File: config.mk
export PLATFORM = sky130hd
export DESIGN_NAME = seg_xlat_unit
export DESIGN_NICKNAME = d
export VERILOG_FILES = /design/src/rtl/seg_xlat_pkg.sv /design/src/rtl/seg_table.sv /design/src/rtl/seg_check.sv /design/src/rtl/seg_resp_reg.sv /design/src/rtl/seg_xlat_unit.sv
export SDC_FILE = /design/constraint.sdc
export NUM_CORES = 1
export LEC_CHECK = 0
export BUFFER_PORTS_ARGS = -buffer_cell sky130_fd_sc_hd__clkbuf_2
export CORE_MARGIN = 4
export CORE_UTILIZATION = 45
export CTS_CLUSTER_DIAMETER = 60
export DETAILED_ROUTE_END_ITERATION = 10
export HOLD_SLACK_MARGIN = 0.1
export PLACE_DENSITY = 0.68
export SYNTH_ARGS = -nofsm -noshare
export SYNTH_HDL_FRONTEND = slang
export SYNTH_SLANG_ARGS = --single-unit
File: constraint.sdc
create_clock -name clk -period 10.7 [get_ports clk]
set_input_delay 1.07 -clock clk [delete_from_list [all_inputs] [get_ports clk]]
set_output_delay 1.07 -clock clk [all_outputs]
set_load 0.01 [all_outputs]
File: src/rtl/seg_xlat_pkg.sv
// Shared encodings for the segmented address translator.
// Assumes: cause codes and access kinds are fixed by the block's requirements.
package seg_xlat_pkg;

    typedef enum logic [2:0] {
        CAUSE_NONE    = 3'd0,
        CAUSE_RANGE   = 3'd1,
        CAUSE_UNUSED  = 3'd2,
        CAUSE_LIMIT   = 3'd3,
        CAUSE_DENIED  = 3'd4
    } trap_cause_e;

    typedef enum logic [1:0] {
        ACC_READ  = 2'd0,
        ACC_WRITE = 2'd1,
        ACC_FETCH = 2'd2,
        ACC_RSVD  = 2'd3
    } acc_kind_e;

    localparam int PERM_BITS  = 3;
    localparam int PERM_READ  = 0;
    localparam int PERM_WRITE = 1;
    localparam int PERM_FETCH = 2;

endpackage

File: src/rtl/seg_table.sv
// Segment table storage: one flop entry per segment plus the count register.
// What it does: accepts one configuration write per cycle, either to a single
// entry or to the count register, and presents the entry selected by rd_seg
// combinationally.
// Assumes: synchronous active-low reset; reset marks every entry unused and
// zeroes the count.
module seg_table #(
    parameter int SEG_W = 3,
    parameter int OFF_W = 12,
    parameter int PA_W  = 16
) (
    input  logic                 clk,
    input  logic                 rst_n,
    input  logic                 cfg_we,
    input  logic                 cfg_sel,
    input  logic [SEG_W-1:0]     cfg_seg,
    input  logic [PA_W-1:0]      cfg_base,
    input  logic [OFF_W:0]       cfg_limit,
    input  logic                 cfg_valid,
    input  logic [2:0]           cfg_perm,
    input  logic [SEG_W:0]       cfg_len,
    input  logic [SEG_W-1:0]     rd_seg,
    output logic [PA_W-1:0]      rd_base,
    output logic [OFF_W:0]       rd_limit,
    output logic                 rd_valid,
    output logic [2:0]           rd_perm,
    output logic [SEG_W:0]       len_q
);

    localparam int N_SEG = 1 << SEG_W;

    logic [PA_W-1:0]  base_arr  [N_SEG];
    logic [OFF_W:0]   limit_arr [N_SEG];
    logic             valid_arr [N_SEG];
    logic [2:0]       perm_arr  [N_SEG];

    // Count register: loaded by a write with cfg_sel set.
    always_ff @(posedge clk) begin
        if (!rst_n) begin
            len_q <= '0;
        end else if (cfg_we && cfg_sel) begin
            len_q <= cfg_len;
        end
    end

    for (genvar g = 0; g < N_SEG; g++) begin : g_entry
        logic [PA_W-1:0] ent_base;
        logic [OFF_W:0]  ent_limit;
        logic            ent_valid;
        logic [2:0]      ent_perm;
        logic            hit;

        assign hit = cfg_we && !cfg_sel && (cfg_seg == SEG_W'(g));

        // One entry: reloaded only when the write addresses this index.
        always_ff @(posedge clk) begin
            if (!rst_n) begin
                ent_base  <= '0;
                ent_limit <= '0;
                ent_valid <= 1'b0;
                ent_perm  <= '0;
            end else if (hit) begin
                ent_base  <= cfg_base;
                ent_limit <= cfg_limit;
                ent_valid <= cfg_valid;
                ent_perm  <= cfg_perm;
            end
        end

        assign base_arr[g]  = ent_base;
        assign limit_arr[g] = ent_limit;
        assign valid_arr[g] = ent_valid;
        assign perm_arr[g]  = ent_perm;
    end

    // Read port: select the entry named by the request.
    always_comb begin
        rd_base  = base_arr[rd_seg];
        rd_limit = limit_arr[rd_seg];
        rd_valid = valid_arr[rd_seg];
        rd_perm  = perm_arr[rd_seg];
    end

endmodule

File: src/rtl/seg_check.sv
// Legality checks and address sum for one request.
// What it does: evaluates range, in-use, length and rights checks in
// priority order and forms start + offset, all combinationally.
// Assumes: PA_W >= OFF_W; the sum wraps modulo 2^PA_W.
module seg_check
    import seg_xlat_pkg::*;
#(
    parameter int SEG_W = 3,
    parameter int OFF_W = 12,
    parameter int PA_W  = 16
) (
    input  logic [SEG_W-1:0] req_seg,
    input  logic [OFF_W-1:0] req_off,
    input  logic [1:0]       req_acc,
    input  logic [SEG_W:0]   len_q,
    input  logic [PA_W-1:0]  ent_base,
    input  logic [OFF_W:0]   ent_limit,
    input  logic             ent_valid,
    input  logic [2:0]       ent_perm,
    output logic [2:0]       cause,
    output logic [PA_W-1:0]  paddr
);

    logic in_range;
    logic off_ok;
    logic rights_ok;

    // Individual check results.
    always_comb begin
        in_range = ({1'b0, req_seg} < len_q);
        off_ok   = ({1'b0, req_off} < ent_limit);
        unique case (acc_kind_e'(req_acc))
            ACC_READ:  rights_ok = ent_perm[PERM_READ];
            ACC_WRITE: rights_ok = ent_perm[PERM_WRITE];
            ACC_FETCH: rights_ok = ent_perm[PERM_FETCH];
            default:   rights_ok = 1'b0;
        endcase
    end

    // Priority encode: the first failing check wins.
    always_comb begin
        if (!in_range) begin
            cause = CAUSE_RANGE;
        end else if (!ent_valid) begin
            cause = CAUSE_UNUSED;
        end else if (!off_ok) begin
            cause = CAUSE_LIMIT;
        end else if (!rights_ok) begin
            cause = CAUSE_DENIED;
        end else begin
            cause = CAUSE_NONE;
        end
    end

    // Physical address: segment start plus zero-extended offset.
    always_comb begin
        paddr = ent_base + PA_W'(req_off);
    end

endmodule

File: src/rtl/seg_resp_reg.sv
// Response register stage.
// What it does: captures the check result one cycle after a request, and
// forces the address to zero on a trap and all fields to zero when idle.
// Assumes: synchronous active-low reset.
module seg_resp_reg #(
    parameter int PA_W = 16
) (
    input  logic            clk,
    input  logic            rst_n,
    input  logic            req_valid,
    input  logic [2:0]      cause,
    input  logic [PA_W-1:0] paddr,
    output logic            rsp_valid,
    output logic            rsp_ok,
    output logic [2:0]      rsp_cause,
    output logic [PA_W-1:0] rsp_paddr
);

    logic pass;

    assign pass = (cause == 3'd0);

    // Output stage: one register between the checks and the ports.
    always_ff @(posedge clk) begin
        if (!rst_n || !req_valid) begin
            rsp_valid <= 1'b0;
            rsp_ok    <= 1'b0;
            rsp_cause <= '0;
            rsp_paddr <= '0;
        end else begin
            rsp_valid <= 1'b1;
            rsp_ok    <= pass;
            rsp_cause <= cause;
            rsp_paddr <= pass ? paddr : '0;
        end
    end

endmodule

File: src/rtl/seg_xlat_unit.sv
// Segmented address translator top.
// What it does: table storage, checks and response register in sequence;
// a request yields a result one cycle later.
// Assumes: a configuration write and a request in the same cycle see the
// table as it was before the write.
module seg_xlat_unit #(
    parameter int SEG_W = 3,
    parameter int OFF_W = 12,
    parameter int PA_W  = 16
) (
    input  logic             clk,
    input  logic             rst_n,
    input  logic             cfg_we,
    input  logic             cfg_sel,
    input  logic [SEG_W-1:0] cfg_seg,
    input  logic [PA_W-1:0]  cfg_base,
    input  logic [OFF_W:0]   cfg_limit,
    input  logic             cfg_valid,
    input  logic [2:0]       cfg_perm,
    input  logic [SEG_W:0]   cfg_len,
    input  logic             req_valid,
    input  logic [SEG_W-1:0] req_seg,
    input  logic [OFF_W-1:0] req_off,
    input  logic [1:0]       req_acc,
    output logic             rsp_valid,
    output logic             rsp_ok,
    output logic [PA_W-1:0]  rsp_paddr,
    output logic [2:0]       rsp_cause
);

    logic [PA_W-1:0]  ent_base;
    logic [OFF_W:0]   ent_limit;
    logic             ent_valid;
    logic [2:0]       ent_perm;
    logic [SEG_W:0]   seg_len;
    logic [2:0]       chk_cause;
    logic [PA_W-1:0]  chk_paddr;

    seg_table #(.SEG_W(SEG_W), .OFF_W(OFF_W), .PA_W(PA_W)) u_table (
        .clk       (clk),
        .rst_n     (rst_n),
        .cfg_we    (cfg_we),
        .cfg_sel   (cfg_sel),
        .cfg_seg   (cfg_seg),
        .cfg_base  (cfg_base),
        .cfg_limit (cfg_limit),
        .cfg_valid (cfg_valid),
        .cfg_perm  (cfg_perm),
        .cfg_len   (cfg_len),
        .rd_seg    (req_seg),
        .rd_base   (ent_base),
        .rd_limit  (ent_limit),
        .rd_valid  (ent_valid),
        .rd_perm   (ent_perm),
        .len_q     (seg_len)
    );

    seg_check #(.SEG_W(SEG_W), .OFF_W(OFF_W), .PA_W(PA_W)) u_check (
        .req_seg   (req_seg),
        .req_off   (req_off),
        .req_acc   (req_acc),
        .len_q     (seg_len),
        .ent_base  (ent_base),
        .ent_limit (ent_limit),
        .ent_valid (ent_valid),
        .ent_perm  (ent_perm),
        .cause     (chk_cause),
        .paddr     (chk_paddr)
    );

    seg_resp_reg #(.PA_W(PA_W)) u_resp (
        .clk       (clk),
        .rst_n     (rst_n),
        .req_valid (req_valid),
        .cause     (chk_cause),
        .paddr     (chk_paddr),
        .rsp_valid (rsp_valid),
        .rsp_ok    (rsp_ok),
        .rsp_cause (rsp_cause),
        .rsp_paddr (rsp_paddr)
    );

endmodule

## Yosys cells after proc, flatten, opt, wreduce, memory -nomap -nowiden

Index checks and enable logic that the tools add are counted.

- Bits in registers: 289
- Word-level logic and storage cells: 88

- Add/sub/neg operators: 1
- $lt $le $gt $ge: 3
- Eq/ne operators: 9
- Muxes and demuxes: 18
- Bitwise operators: 2
- Reduce and logical (&&, ||, !) cells: 18

Operator list:

| kind | number |
|---|---|
| $bmux 16 s3 | 1 |
| $bmux 13 s3 | 1 |
| $mux 16 | 2 |
| $mux 13 | 2 |
| $mux 3 | 6 |
| $add 16x12->16 | 1 |
| $lt 12x13->1 | 1 |
| $eq 3x3->1 const B | 4 |
| $logic_and 1x1->1 | 10 |
| $bmux 3 s3 | 1 |
| $eq 3x2->1 const B | 2 |
| $logic_not 3->1 | 2 |
| $ge 4x4->1 const B | 1 |
| $lt 3x4->1 | 1 |
| $not 3->4 | 1 |
| $bmux 1 s3 | 1 |
| $eq 3x1->1 const B | 1 |
| $logic_not 1->1 | 3 |
| $mux 1 | 3 |
| $pmux 1 s3 | 1 |
| $eq 2x1->1 const B | 1 |
| $eq 2x2->1 const B | 1 |
| $logic_not 2->1 | 1 |
| $reduce_or 2->1 | 1 |
| other kinds (2) | 2 |

## Longest topological paths before layout

- Depth after elaboration: 12
- Mapped depth: 15

## Modules after synthesis

Synthesis repeated with hierarchy kept, for this count alone.

- Cell total of the unflattened synthesis: 1254
- Area total of the unflattened synthesis: 13563.0 um^2

Modules (own cells, without submodules):

| module | instances | cells each | area each (um^2) | sequential area each (um^2) |
|---|---|---|---|---|
| seg_table | 1 | 1034 | 11718.7 | 5365.1 |
| seg_check | 1 | 155 | 1093.5 | 0.0 |
| seg_resp_reg | 1 | 65 | 750.7 | 420.4 |

## Worst setup path after synthesis

No wires, ideal clock.

- Path kind: input -> register
- Start: input port req_seg[1]
- End: register u_resp.rsp_paddr[14]
- Setup time: 0.086 ns
- Arrival time: 4.208 ns
- Data required time: 10.614 ns
- Setup slack: 6.406 ns
- Stages on the path: 13
- Buffers on the path: 4
- Path through: buf_4 buf_2 buf_2 clkbuf_1 mux4_2 mux2_2 ha_1 o21ai_0 o21bai_1 o211a_1 a31oi_1 or3_1 a211oi_1

- Cells in the longest elaborated chain, start to end: 12
- Elaborated cells between the ends (all ways): 24
- Those cells by class: add/sub (1); order compare (2); mux (17); bitwise (2); reduce/logical (2)

Ends and longest elaborated chain:

| what | line | text |
|---|---|---|
| start, declared | seg_xlat_unit.sv:22 | `input logic [SEG_W-1:0] req_seg,` |
| parallel branches: the longest is 12 deep, another holds $lt 12x13->1 | -- |  |
| end signal, assigned | seg_resp_reg.sv:34 | `rsp_paddr <= pass ? paddr : '0;` |
| end, declared | seg_resp_reg.sv:16 | `output logic [PA_W-1:0] rsp_paddr` |

Parallel ways; which one is timed is not known. The select of a mux whose other input is x is not followed.
A chain may end at the register's enable or synchronous reset.

## Worst setup path in the final report

- Start: input port req_seg[0]
- End: register u_resp.rsp_paddr[15]

The elaborated chain is that of the path after synthesis.

==> run metrics <==
final total negative setup slack=0 ns; Power Dens Cells=about 150 nW/um2; worst hold path type=reg -> reg; largest delay contributor family on the critical path=buffers and inverters; later-pin clock latency in the skew report=approximately 0.56 ns; grt ovf=0; via/cell ratio=5.577; headroom to the max-slew limit=22.09%; chip width=about 180 um; average cell area after synthesis=approximately 9.0 um2; # resized after CTS=0; most common cell after layout, fill and taps aside=nand2_1; crit path cell chain=buf_4 -> buf_4 -> mux4_2 -> mux2i_1 -> ha_1 -> and3_1 -> o21ai_0 -> a21oi_1 -> o21ai_0 -> o211ai_4 -> nor4bb_2; ys flop type=dfxtp_1; crit path to=u_resp.rsp_paddr[15]$_SDFF_PP0_; Max Cap Viol=0; reg2reg start=u_table.g_entry[3].ent_limit[6]$_SDFFE_PN0P_; wirelength, routed=about 38 mm; Leak=5.244 nW; critical path fanouts, max=34; transition time of the tightest slew-check pin=about 1.2 ns; Async SR Flop Fraction=0%; Warnings, synthesis=0; Crit Path Category=in -> reg; cell count along the critical path=11; DP Area=about 14000 um2; Clk pwr share=44.7%; Design Area, Final=about 15000 um2; CP max stage delay=a little over 0.6 ns; startpoint types=primary input; # IOs=83; Post-DRT Antenna Nets=0; DIE HEIGHT=about 180 um; fin crit share=40.25%; Worst-path clk slew=approximately 0.06 ns; switching power of the nets=roughly 0.53 mW; Seq/Total Area, Yosys=between 40 and 50%; vias in the first global route=approximately 10000; Worst R2R End=u_resp.rsp_paddr[15]$_SDFF_PP0_; antenna violations before repair=2; RSZ-0062 raised after global routing=false; Setup crit end kind=flop; status=completed; Max clock buf depth=3; fin crit period=roughly 4.3 ns; CTS Hold Buffers Added=0; Sw Share=a little under a quarter; FP Rows=63; WP buf/inv=2; GPL Wtd Cong=0.8961; Slew Limit Fails=0; largest net degree at the start of global routing=147; WL/cell=between 15 and 20 um; WP data required=11.16 ns; fill cell count=~2700; vias=~11000; Mapped Cells=about 1500; Setup WS pre-CTS=about 5.8 ns; H-tree levels=1; DRT iter0 DRCs=approximately 830; Setup Skew=between 0.015 and 0.02 ns; first-pass GRT wire length=roughly 60 mm; core box area=~30000 um2; gr usage total=about 22%; CTS tree=yes; hpwl dp=approximately 21 mm; final net count=between 1500 and 2000; die area=roughly 33000 um2; post-CTS setup buffers=0; DR DRC count=0; CTS Sinks=between 200 and 300; proportion of layout cells with a drive suffix above 1=about 16%; Post-Syn Nets=between 1500 and 2000; internal power=1.736 mW; Layout Cells excl Fill=1917; Comb power frac=approximately 7.0%; Worst Slack Setup Final=~6.4 ns; Initial Utilization=around 46%; Fin. Hold Viols=0; # setup viols final=0; Seq pwr share=between 40% and 50%; fmax=between 200 and 250 MHz; maximum vdd drop=0.1272 mV; #FFs+latches synth=a little under 300; number of buffers created by CTS=30; Synth cell types=60; placed cells=roughly 1900; Post-synth EDFFs=0; first drt pass iteration count=6; r2r setup slk=slightly below 8 ns; worst reg2reg path depth=9; Syn-to-layout area delta=10.78%; slowest cell on the critical path=buf_4; most frequent cells in the layout=nand2_1 (543), dfxtp_1 (289), a21boi_0 (268), clkbuf_2 (79), mux4_2 (60); IO buf count=a little over 80; clock root cell=clkbuf_16; synthesized cell area=13580 um2; Worst EP arrival=4.77 ns; CP startpoint=req_seg[0]
[cell usage after synthesis (2+ instances only)]
cell	number	area share (%)
a2111oi_0	3	0.19
a211oi_1	7	0.39
a21boi_0	268	15
a21o_1	8	0.44
a21oi_1	8	0.29
a31oi_1	2	0.092
and3_1	2	0.092
buf_1	3	0.083
buf_2	20	0.74
buf_4	3	0.17
clkbuf_1	83	2.3
clkbuf_2	23	0.85
dfxtp_1	289	43
ha_1	25	2.3
inv_1	9	0.25
mux2_2	14	1.2
mux2i_1	17	1.3
mux4_1	7	1.4
mux4_2	60	10
nand2_1	543	15
nand2b_1	3	0.14
nand3_1	11	0.41
nand3b_1	3	0.17
nand4_1	2	0.092
nor2_1	19	0.53
nor2_2	3	0.14
nor2b_1	5	0.23
nor3_1	9	0.33
nor3b_1	2	0.11
o21a_1	5	0.28
o21ai_0	17	0.63
o21bai_1	2	0.11
or3_1	4	0.18
xnor2_1	3	0.19
xor2_1	2	0.13
[worst min path at each step]
| stage | cells past startpoint | endpoint | slack [ns] | start |
|---|---|---|---|---|
| 6_report | 2 | u_table.g_entry[3].ent_base[4]$_SDFFE_PN0P_ | 0.46 | u_table.g_entry[3].ent_base[4]$_SDFFE_PN0P_ |
| 4_1_cts | 2 | u_table.g_entry[7].ent_limit[3]$_SDFFE_PN0P_ | 0.46 | u_table.g_entry[7].ent_limit[3]$_SDFFE_PN0P_ |
| 2_1_floorplan | 2 | u_table.g_entry[1].ent_limit[12]$_SDFFE_PN0P_ | 0.44 | u_table.g_entry[1].ent_limit[12]$_SDFFE_PN0P_ |
| 3_5_place_dp | 2 | u_table.g_entry[3].ent_base[4]$_SDFFE_PN0P_ | 0.46 | u_table.g_entry[3].ent_base[4]$_SDFFE_PN0P_ |
| 3_3_place_gp | 2 | u_table.g_entry[6].ent_perm[1]$_SDFFE_PN0P_ | 0.45 | u_table.g_entry[6].ent_perm[1]$_SDFFE_PN0P_ |
| 5_1_grt | 2 | u_table.g_entry[3].ent_base[4]$_SDFFE_PN0P_ | 0.48 | u_table.g_entry[3].ent_base[4]$_SDFFE_PN0P_ |
[metal layers]
layer  vias to the layer above  track usage (%)  wire length, um
li1                       5107                -                -
met1                      5151            31.55            16870
met2                       354            34.79            16790
met3                        78            4.968             3116
met4                         2            6.244              897
met5                         -                0               13
[flip-flops by register name (all words and copies together) (netlist names)]
register,count
u_table.g_entry.ent_base,128
u_table.g_entry.ent_limit,104
u_table.g_entry.ent_perm,24
u_resp.rsp_paddr,16
u_table.g_entry.ent_valid,8
u_table.len_q,4
u_resp.rsp_cause,3
u_resp.rsp_ok,1
u_resp.rsp_valid,1
[through the flow]
stage	hold WS (ns)	utilization [%]	total power [mW]
5_1_grt	0.4765	50.62	2.347
6_report	0.4628	50.62	2.271
3_3_place_gp	0.4473	47.40	1.275
3_5_place_dp	0.4564	47.40	1.278
4_1_cts	0.4648	50.61	2.287
2_1_floorplan	0.4386	-	1.230
[cell families (layout without fill, tap and decap cells)]
| kind of cell | after synthesis | count (layout) | share of synthesized area (%) |
|---|---|---|---|
| AO/OA/AOI/OAI | 329 | 329 | 17.97 |
| AND/OR/NAND/NOR | 618 | 618 | 18.29 |
| XOR/XNOR | 5 | 5 | 0.3226 |
| flip-flops | 289 | 289 | 42.61 |
| multiplexers | 98 | 98 | 13.72 |
| other | 0 | 1 | 0 |
| buffers and inverters | 144 | 161 | 4.635 |
| adder cells (fa/ha/maj) | 26 | 26 | 2.451 |
[worst register-to-register path: cells and delay by family (launching register included)]
family / cells / cell delay, ns
adder cells (fa/ha/maj): 1 / 0.31
multiplexers: 2 / 0.74
AO/OA/AOI/OAI: 5 / 1.12
flip-flops: 1 / 0.31
AND/OR/NAND/NOR: 1 / 0.39
[power groups by stage]
stage               logic (mW)  clock network, mW  registers (mW)
detailed placement       0.157                  0            1.12
floorplan                0.111                  0            1.12
finish                   0.158               1.02            1.10
global placement         0.155                  0            1.12
global route             0.173               1.08            1.10
CTS                      0.158               1.03            1.10
[layout make-up]
type	instances	area (um2)	area share, %
multi-input cells	1076	7224	48.03
flip-flops and latches	289	5786	38.46
clock buffers	48	919.6	6.114
repair buffers	99	549.3	3.652
well taps	390	488.0	3.244
inverters	10	37.54	0.2495
clock inverters	4	35.03	0.2329
diodes	1	2.502	0.01664
No activity file was read; power rests on OpenSTA's default activity.
